### config.mk
export PLATFORM = sky130hd
export DESIGN_NAME = ldspec_table
export DESIGN_NICKNAME = d
export VERILOG_FILES = /design/src/rtl/ldspec_pkg.sv /design/src/rtl/ldspec_entry.sv /design/src/rtl/ldspec_alloc.sv /design/src/rtl/ldspec_lookup.sv /design/src/rtl/ldspec_table.sv
export SDC_FILE = /design/constraint.sdc
export NUM_CORES = 1
export LEC_CHECK = 0
export ABC_CLOCK_PERIOD_IN_PS = 6850
export BUFFER_PORTS_ARGS = -buffer_cell sky130_fd_sc_hd__buf_4
export CORE_MARGIN = 3
export CORE_UTILIZATION = 40
export DETAILED_ROUTE_END_ITERATION = 10
export GPL_TIMING_DRIVEN = 0
export PLACE_DENSITY_LB_ADDON = 0.25
export SLEW_MARGIN = 0
export SYNTH_ARGS = -nofsm -noshare
export SYNTH_HDL_FRONTEND = slang
export SYNTH_SLANG_ARGS = --single-unit
### constraint.sdc
create_clock -name clk -period 6.85 [get_ports clk]
set_clock_uncertainty 0.05 [all_clocks]
set_input_delay 1.37 -clock clk [delete_from_list [all_inputs] [get_ports clk]]
set_output_delay 1.37 -clock clk [all_outputs]
set_load 0.02 [all_outputs]
### src/rtl/ldspec_pkg.sv
package ldspec_pkg;

  // Address bits below this position select a byte inside a doubleword.
  localparam int unsigned DWORD_SHIFT = 3;

  // Doubleword number of a byte address (addresses up to 64 bits).
  function automatic logic [63:0] dword_index(input logic [63:0] byte_addr);
    return byte_addr >> DWORD_SHIFT;
  endfunction

  // Next rotation position with wrap at the slot count.
  function automatic int unsigned rotate_next(input int unsigned cur,
                                              input int unsigned slots);
    return (cur + 1 >= slots) ? 0 : cur + 1;
  endfunction

endpackage

### src/rtl/ldspec_entry.sv
module ldspec_entry #(
  parameter int unsigned REG_W = 7,
  parameter int unsigned TAG_W = 29
) (
  input  logic             clk,
  input  logic             rst_n,
  input  logic             clr,
  input  logic             wr_en,
  input  logic [REG_W-1:0] wr_reg,
  input  logic [TAG_W-1:0] wr_tag,
  input  logic             snoop_en,
  input  logic [TAG_W-1:0] snoop_tag,
  output logic             valid_o,
  output logic [REG_W-1:0] reg_o,
  output logic [TAG_W-1:0] tag_o,
  output logic             snoop_hit_o
);

  logic             valid_q;
  logic [REG_W-1:0] reg_q;
  logic [TAG_W-1:0] tag_q;

  // Store probe hits this slot when the slot is live and the doubleword matches.
  assign snoop_hit_o = valid_q && snoop_en && (tag_q == snoop_tag);

  always_ff @(posedge clk or negedge rst_n) begin
    if (!rst_n) begin
      valid_q <= 1'b0;
      reg_q   <= '0;
      tag_q   <= '0;
    end else if (clr) begin
      valid_q <= 1'b0;
    end else if (wr_en) begin
      // The insert is younger than a same-cycle store, so it wins.
      valid_q <= 1'b1;
      reg_q   <= wr_reg;
      tag_q   <= wr_tag;
    end else if (snoop_hit_o) begin
      valid_q <= 1'b0;
    end
  end

  assign valid_o = valid_q;
  assign reg_o   = reg_q;
  assign tag_o   = tag_q;

  // a store that hits a slot not being rewritten leaves it invalid.
  a_r4_snoop_kills: assert property (@(posedge clk) disable iff (!rst_n)
    (snoop_hit_o && !wr_en && !clr) |=> !valid_o);

  // a slot written without clear is valid next cycle whatever the store does.
  a_r10_insert_survives: assert property (@(posedge clk) disable iff (!rst_n)
    (wr_en && !clr) |=> valid_o);

endmodule

### src/rtl/ldspec_alloc.sv
module ldspec_alloc #(
  parameter int unsigned ENTRIES = 16,
  parameter int unsigned REG_W   = 7,
  localparam int unsigned IDX_W  = (ENTRIES > 1) ? $clog2(ENTRIES) : 1
) (
  input  logic                          clk,
  input  logic                          rst_n,
  input  logic                          clr,
  input  logic                          ld_valid,
  input  logic [REG_W-1:0]              ld_reg,
  input  logic [ENTRIES-1:0]            valid_vec,
  input  logic [ENTRIES-1:0][REG_W-1:0] reg_vec,
  output logic [ENTRIES-1:0]            wr_vec,
  output logic                          evict_o
);
  import ldspec_pkg::*;

  logic [IDX_W-1:0] rr_ptr;
  logic [IDX_W-1:0] match_idx, free_idx, pick_idx;
  logic             match_any, free_any;
  logic [ENTRIES-1:0] reg_hit;

  // Slot selection: same register first, then lowest free, then rotation.
  always_comb begin
    match_any = 1'b0;
    free_any  = 1'b0;
    match_idx = '0;
    free_idx  = '0;
    for (int i = 0; i < int'(ENTRIES); i++) begin
      reg_hit[i] = valid_vec[i] && (reg_vec[i] == ld_reg);
    end
    for (int i = int'(ENTRIES) - 1; i >= 0; i--) begin
      if (reg_hit[i]) begin
        match_any = 1'b1;
        match_idx = IDX_W'(i);
      end
      if (!valid_vec[i]) begin
        free_any = 1'b1;
        free_idx = IDX_W'(i);
      end
    end
    if (match_any)     pick_idx = match_idx;
    else if (free_any) pick_idx = free_idx;
    else               pick_idx = rr_ptr;
  end

  assign evict_o = ld_valid && !clr && !match_any && !free_any;
  assign wr_vec  = (ld_valid && !clr) ? (ENTRIES'(1) << pick_idx) : '0;

  always_ff @(posedge clk or negedge rst_n) begin
    if (!rst_n) begin
      rr_ptr <= '0;
    end else if (clr) begin
      rr_ptr <= '0;
    end else if (evict_o) begin
      rr_ptr <= IDX_W'(rotate_next(int'(rr_ptr), ENTRIES));
    end
  end

  // an insert writes at most one slot.
  a_r6_single_slot: assert property (@(posedge clk) disable iff (!rst_n)
    $onehot0(wr_vec));

  // eviction only happens with every slot in use.
  a_r7_evict_only_full: assert property (@(posedge clk) disable iff (!rst_n)
    evict_o |-> (valid_vec == {ENTRIES{1'b1}}));

  // the rotation pointer moves after each eviction.
  a_r7_ptr_moves: assert property (@(posedge clk) disable iff (!rst_n)
    (evict_o && ENTRIES > 1) |=> (rr_ptr != $past(rr_ptr)));

endmodule

### src/rtl/ldspec_lookup.sv
module ldspec_lookup #(
  parameter int unsigned ENTRIES = 16,
  parameter int unsigned REG_W   = 7
) (
  input  logic                          clk,
  input  logic                          rst_n,
  input  logic                          chk_valid,
  input  logic [REG_W-1:0]              chk_reg,
  input  logic [ENTRIES-1:0]            valid_vec,
  input  logic [ENTRIES-1:0][REG_W-1:0] reg_vec,
  output logic                          rsp_valid,
  output logic                          rsp_hit,
  output logic                          rsp_recover
);

  logic [ENTRIES-1:0] probe_hit;
  logic               found;

  always_comb begin
    for (int i = 0; i < int'(ENTRIES); i++) begin
      probe_hit[i] = valid_vec[i] && (reg_vec[i] == chk_reg);
    end
  end

  assign found = |probe_hit;

  always_ff @(posedge clk or negedge rst_n) begin
    if (!rst_n) begin
      rsp_valid   <= 1'b0;
      rsp_hit     <= 1'b0;
      rsp_recover <= 1'b0;
    end else begin
      rsp_valid   <= chk_valid;
      rsp_hit     <= chk_valid && found;
      rsp_recover <= chk_valid && !found;
    end
  end

  // the two answers exclude each other.
  a_r12_exclusive: assert property (@(posedge clk) disable iff (!rst_n)
    !(rsp_hit && rsp_recover));

  // a request is answered in the next cycle.
  a_r12_answer_next: assert property (@(posedge clk) disable iff (!rst_n)
    chk_valid |=> rsp_valid);

  // a valid response carries exactly one answer.
  a_r12_one_answer: assert property (@(posedge clk) disable iff (!rst_n)
    rsp_valid |-> (rsp_hit ^ rsp_recover));

  // at most one valid slot holds a given register.
  a_r6_no_duplicate: assert property (@(posedge clk) disable iff (!rst_n)
    $onehot0(probe_hit));

endmodule

### src/rtl/ldspec_table.sv
module ldspec_table #(
  parameter int unsigned ENTRIES = 16,
  parameter int unsigned REG_W   = 7,
  parameter int unsigned ADDR_W  = 32
) (
  input  logic              clk,
  input  logic              rst_n,
  input  logic              clr,
  input  logic              ld_valid,
  input  logic [REG_W-1:0]  ld_reg,
  input  logic [ADDR_W-1:0] ld_addr,
  input  logic              st_valid,
  input  logic [ADDR_W-1:0] st_addr,
  input  logic              chk_valid,
  input  logic [REG_W-1:0]  chk_reg,
  output logic              rsp_valid,
  output logic              rsp_hit,
  output logic              rsp_recover
);
  import ldspec_pkg::*;

  localparam int unsigned TAG_W = ADDR_W - DWORD_SHIFT;

  logic [TAG_W-1:0]              ld_tag, st_tag;
  logic [ENTRIES-1:0]            valid_vec, wr_vec, snoop_vec;
  logic [ENTRIES-1:0][REG_W-1:0] reg_vec;
  logic [ENTRIES-1:0][TAG_W-1:0] tag_vec;
  logic                          evict;

  assign ld_tag = TAG_W'(dword_index(64'(ld_addr)));
  assign st_tag = TAG_W'(dword_index(64'(st_addr)));

  ldspec_alloc #(.ENTRIES(ENTRIES), .REG_W(REG_W)) alloc_i (
    .clk       (clk),
    .rst_n     (rst_n),
    .clr       (clr),
    .ld_valid  (ld_valid),
    .ld_reg    (ld_reg),
    .valid_vec (valid_vec),
    .reg_vec   (reg_vec),
    .wr_vec    (wr_vec),
    .evict_o   (evict)
  );

  for (genvar g = 0; g < ENTRIES; g++) begin : g_slot
    ldspec_entry #(.REG_W(REG_W), .TAG_W(TAG_W)) entry_i (
      .clk         (clk),
      .rst_n       (rst_n),
      .clr         (clr),
      .wr_en       (wr_vec[g]),
      .wr_reg      (ld_reg),
      .wr_tag      (ld_tag),
      .snoop_en    (st_valid),
      .snoop_tag   (st_tag),
      .valid_o     (valid_vec[g]),
      .reg_o       (reg_vec[g]),
      .tag_o       (tag_vec[g]),
      .snoop_hit_o (snoop_vec[g])
    );
  end

  ldspec_lookup #(.ENTRIES(ENTRIES), .REG_W(REG_W)) lookup_i (
    .clk         (clk),
    .rst_n       (rst_n),
    .chk_valid   (chk_valid),
    .chk_reg     (chk_reg),
    .valid_vec   (valid_vec),
    .reg_vec     (reg_vec),
    .rsp_valid   (rsp_valid),
    .rsp_hit     (rsp_hit),
    .rsp_recover (rsp_recover)
  );

  // clear empties the table by the next cycle.
  a_r9_clear_empties: assert property (@(posedge clk) disable iff (!rst_n)
    clr |=> (valid_vec == '0));

  // a store never leaves a live slot that holds its doubleword unless rewritten.
  a_r5_all_matches_hit: assert property (@(posedge clk) disable iff (!rst_n)
    (st_valid && !clr) |=> ($countones(valid_vec & ~$past(wr_vec) & $past(snoop_vec)) == 0));

  // an eviction keeps the number of live slots at the maximum.
  a_r7_evict_stays_full: assert property (@(posedge clk) disable iff (!rst_n)
    (evict && !st_valid) |=> ($countones(valid_vec) == ENTRIES));

  // nothing is live while reset is held.
  always_comb begin
    if (!rst_n) a_r1_reset_empty: assert (valid_vec == '0);
  end

endmodule

==> Implementation_results.wiki <==
{| class="wikitable"
! Metric !! Value
|-
| Placement Rows || just over 100
|-
| Layout Area Growth over Synthesis || 12.1%
|-
| Chip width || approximately 290 um
|-
| Final number of setup-violating endpoints || 0
|-
| Worst-margin pin slew || roughly 1.5 ns
|-
| Number of max-slew violations in the final report || 0
|-
| Category of the most critical setup path || primary input to flip-flop
|-
| Vias per std cell || around 5.6
|-
| Post-synthesis area per instance || 12.9 sq um
|-
| MaxCap Viol Count || 0
|-
| Number of port buffers || 36
|-
| Post-synthesis register bit count || 599
|-
| Clock share of power || 40.4%
|-
| Reg2reg start || g_slot[9].entry_i.valid_o
|-
| Wire length of the first global-routing pass || 150000 um
|-
| Leak || 16.5 nW
|-
| Chip height || between 200 and 300 um
|-
| Placeable Area || 78200 sq um
|-
| Final Hold Vio Count || 0
|-
| Yosys cell types || 61
|-
| Via count || about 21000
|-
| Number of H-tree levels || 3
|-
| Fin crit period || 4.37 ns
|-
| Avg WL per Cell || 28.1 um
|-
| Initial Util || 40.7%
|-
| Setup WS post-layout || around 2.5 ns
|-
| CP startpoint || st_addr[9]
|-
| Async set-reset flop share out of synthesis || 100%
|-
| Highest Clock Rate || 0.229 GHz
|-
| Final routed wirelength across all metal layers || 103000 um
|-
| Net total in the final layout || between 2000 and 3000
|-
| Kind of cell adding the most delay to the critical path || buffers and inverters
|-
| Final core utilization || 45.7%
|-
| Via count of the first global-routing pass || 21700
|-
| Syn Inst Count || 2465
|-
| Detail Placement HPWL || between 70000 and 80000 um
|-
| Largest buffer count on any clock path || 3
|-
| Post-CTS Hold Buffers || 0
|-
| Clock slew seen by the registers of the worst setup and hold paths || 0.06 ns
|-
| Launch point of the worst hold path || g_slot[7].entry_i.tag_o[10]
|-
| Library cell used as clock root buffer || clkbuf_16
|-
| Worst Setup Start Kind || primary input
|-
| Critical path's most frequent cell || clkbuf_1
|-
| # diodes || 0
|-
| Pin count of the biggest net entering global routing || 114
|-
| Share of power burned in registers || between 40% and 50%
|-
| Buf+Inv Stages, Crit Path || 2
|-
| Critical Path Slowest Stage Cell || clkbuf_1
|-
| Internal power || 6.36 mW
|-
| Number of flops mapped to enable cells by yosys || 0
|-
| Signal arrival time at the worst endpoint || about 4.8 ns
|-
| Outcome || finished, final reports clean
|-
| Ratio of final minimum period to clock period || between 60% and 70%
|-
| Number of detailed-route iterations in the first pass || 5
|-
| Setup Total Neg Slack || 0 ns
|-
| Remaining max-slew budget at the tightest pin || 2.14%
|-
| Skew-Pair Late Insertion Delay || approximately 0.62 ns
|-
| NetSw || 2.36 mW
|-
| Highest-count cells in the layout ignoring fill and taps || dfrtp_1 (599), mux2_2 (402), xor2_1 (376)
|-
| Pwr per Cell Area || 244 nW/um^2
|-
| RSZ-0062 raised after global routing || false
|-
| Share of the yosys chip area belonging to registers || 47.0%
|-
| Routability congestion estimate || 0.884
|-
| Switching fraction of total power || 27.0%
|-
| GRT overflow || 0
|-
| Post-cts repair resize count || 0
|-
| Logic pwr share || about 14%
|-
| Overall Global Routing Usage || 24.9%
|-
| Data required time of the critical path || 7.28 ns
|-
| Max incr delay on CP || about 1.0 ns
|-
| Total CTS buffers || 69
|-
| Synth Net Count || 2550
|-
| Pre-CTS setup slack || 1.77 ns
|-
| Design Power || around 8.7 mW
|-
| CP cell instances || clkbuf_1, clkbuf_1, xor2_1, nor4_1, nand4_1, o311ai_0, nand2_1
|-
| Count of clock tree sinks || 599
|-
| Hold/Removal Path Class || flip-flop to flip-flop
|-
| Cell Area, Synth || 31900 sq um
|-
| Capturing element type of the critical path || flip-flop
|-
| Most common cell after layout, fill and taps aside || dfrtp_1
|-
| Worst vdd rail ir drop || 0.166 mV
|-
| Number of top-level pins || between 80 and 90
|-
| Yosys warnings || 0
|-
| Number of design-rule violations left by the first detailed-router iteration || 1526
|-
| Post-DRT Antenna Nets || 0
|-
| Proportion of layout cells with a drive suffix above 1 || 31.6%
|-
| Layout fillers || 7075
|-
| CP Max Fanout || 10
|-
| Die Footprint || 83100 sq um
|-
| Number of buffers inserted to repair setup after CTS || 0
|-
| CTS tree || done
|-
| Top_reg_cell synth || dfrtp_1
|-
| Drt drc || 0
|-
| Number of antenna violations at the first check in global routing || 4
|}
[state kept, by name, summed over array words and instances (netlist names)]
register and count:
g_slot.entry_i.tag_o 464, g_slot.entry_i.reg_o 112, g_slot.entry_i.valid_o 16, alloc_i.rr_ptr 4
lookup_i.rsp_hit 1, lookup_i.rsp_recover 1, lookup_i.rsp_valid 1
[cell type report]
cell class              instances  area (sq um)  area share, %
repair buffers                 43           458           1.28
well taps                    1040          1300           3.64
plain buffers                 196          1180           3.30
clock inverters                13          93.8          0.263
clock buffers                 106          2010           5.62
multi-input cells            1656         15700           43.8
inverters                      14          52.6          0.147
flip-flops and latches        599         15000           41.9
[power by group through the flow]
| stage | Clock, mW | Sequential (mW) | Combinational [mW] |
|---|---|---|---|
| after floorplan | 0 | 4.00 | 0.797 |
| after global placement | 0 | 4.03 | 1.17 |
| after detailed placement | 0 | 4.04 | 1.21 |
| after CTS | 3.57 | 3.98 | 1.21 |
| after global routing | 3.72 | 4.01 | 1.30 |
| final | 3.52 | 3.98 | 1.21 |
[synth_stat cells (4+ instances only)]
cell,instances,area [sq um]
nand3_2,7,70.1
o31ai_1,5,37.5
buf_4,21,158
or4_1,7,52.6
a31o_2,9,78.8
nand3_1,5,25.0
inv_1,13,48.8
dfrtp_1,599,15000
xor2_1,376,3290
nand4_1,120,751
mux2_2,402,4530
nor4_1,100,626
mux2_4,174,2610
clkbuf_1,99,372
buf_12,5,100
xnor2_1,305,2670
buf_1,12,45.0
nor2_1,32,120
buf_6,30,338
nand2_1,24,90.1
a21oi_1,4,20.0
buf_2,24,120
and3_1,12,75.1
o21ai_0,16,80.1
[routing by layer]
metal	share of wire, %	routed length (um)	GRT usage, %
met3	5.5	5670	3.58
met2	48	49600	41.2
met5	0	0	0
met1	43	44200	33.2
met4	3.6	3680	9.09
[path summary, 6_finish.rpt]
check | end | slack (ns) | cells after the start
worst max-delay path | g_slot[11].entry_i.valid_o | 2.48 | 7
worst min-delay path | g_slot[7].entry_i.tag_o[10] | 0.47 | 1
worst max register to register | g_slot[5].entry_i.tag_o[8] | 3.11 | 11
worst min register to register | g_slot[7].entry_i.tag_o[10] | 0.47 | 1
max in group asynchronous | g_slot[5].entry_i.tag_o[0] | 4.33 | 4
min in group asynchronous | g_slot[10].entry_i.reg_o[1] | 0.62 | 1
[cells by family after synthesis]
logic type / count (synthesis) / share of synthesized area [%]
muxes: 577 / 22.4
buffers and inverters: 210 / 3.86
and+or+nand+nor: 335 / 6.47
adders and majority gates: 1 / 0.0392
DFF: 599 / 47.0
AOI/OAI and AO/OA: 62 / 1.46
xor gates and xnor gates: 681 / 18.7
[worst reg2reg max path: cells and delay by family, from the launching register on]
family	cells	cell delay, ns
muxes	1	0.37
buffers and inverters	3	0.83
AOI/OAI and AO/OA	3	0.54
and+or+nand+nor	4	1.15
DFF	1	0.68
[per-stage QoR]
step	area, sq um	hold WS [ns]	instances
after global placement	33400	0.442	3541
after detailed placement	33600	0.451	3548
after CTS	35700	0.465	3667
final	35700	0.467	3667
after global routing	35700	0.483	3667
after floorplan	31900	0.431	2465
(Power assumes the default switching activity.)
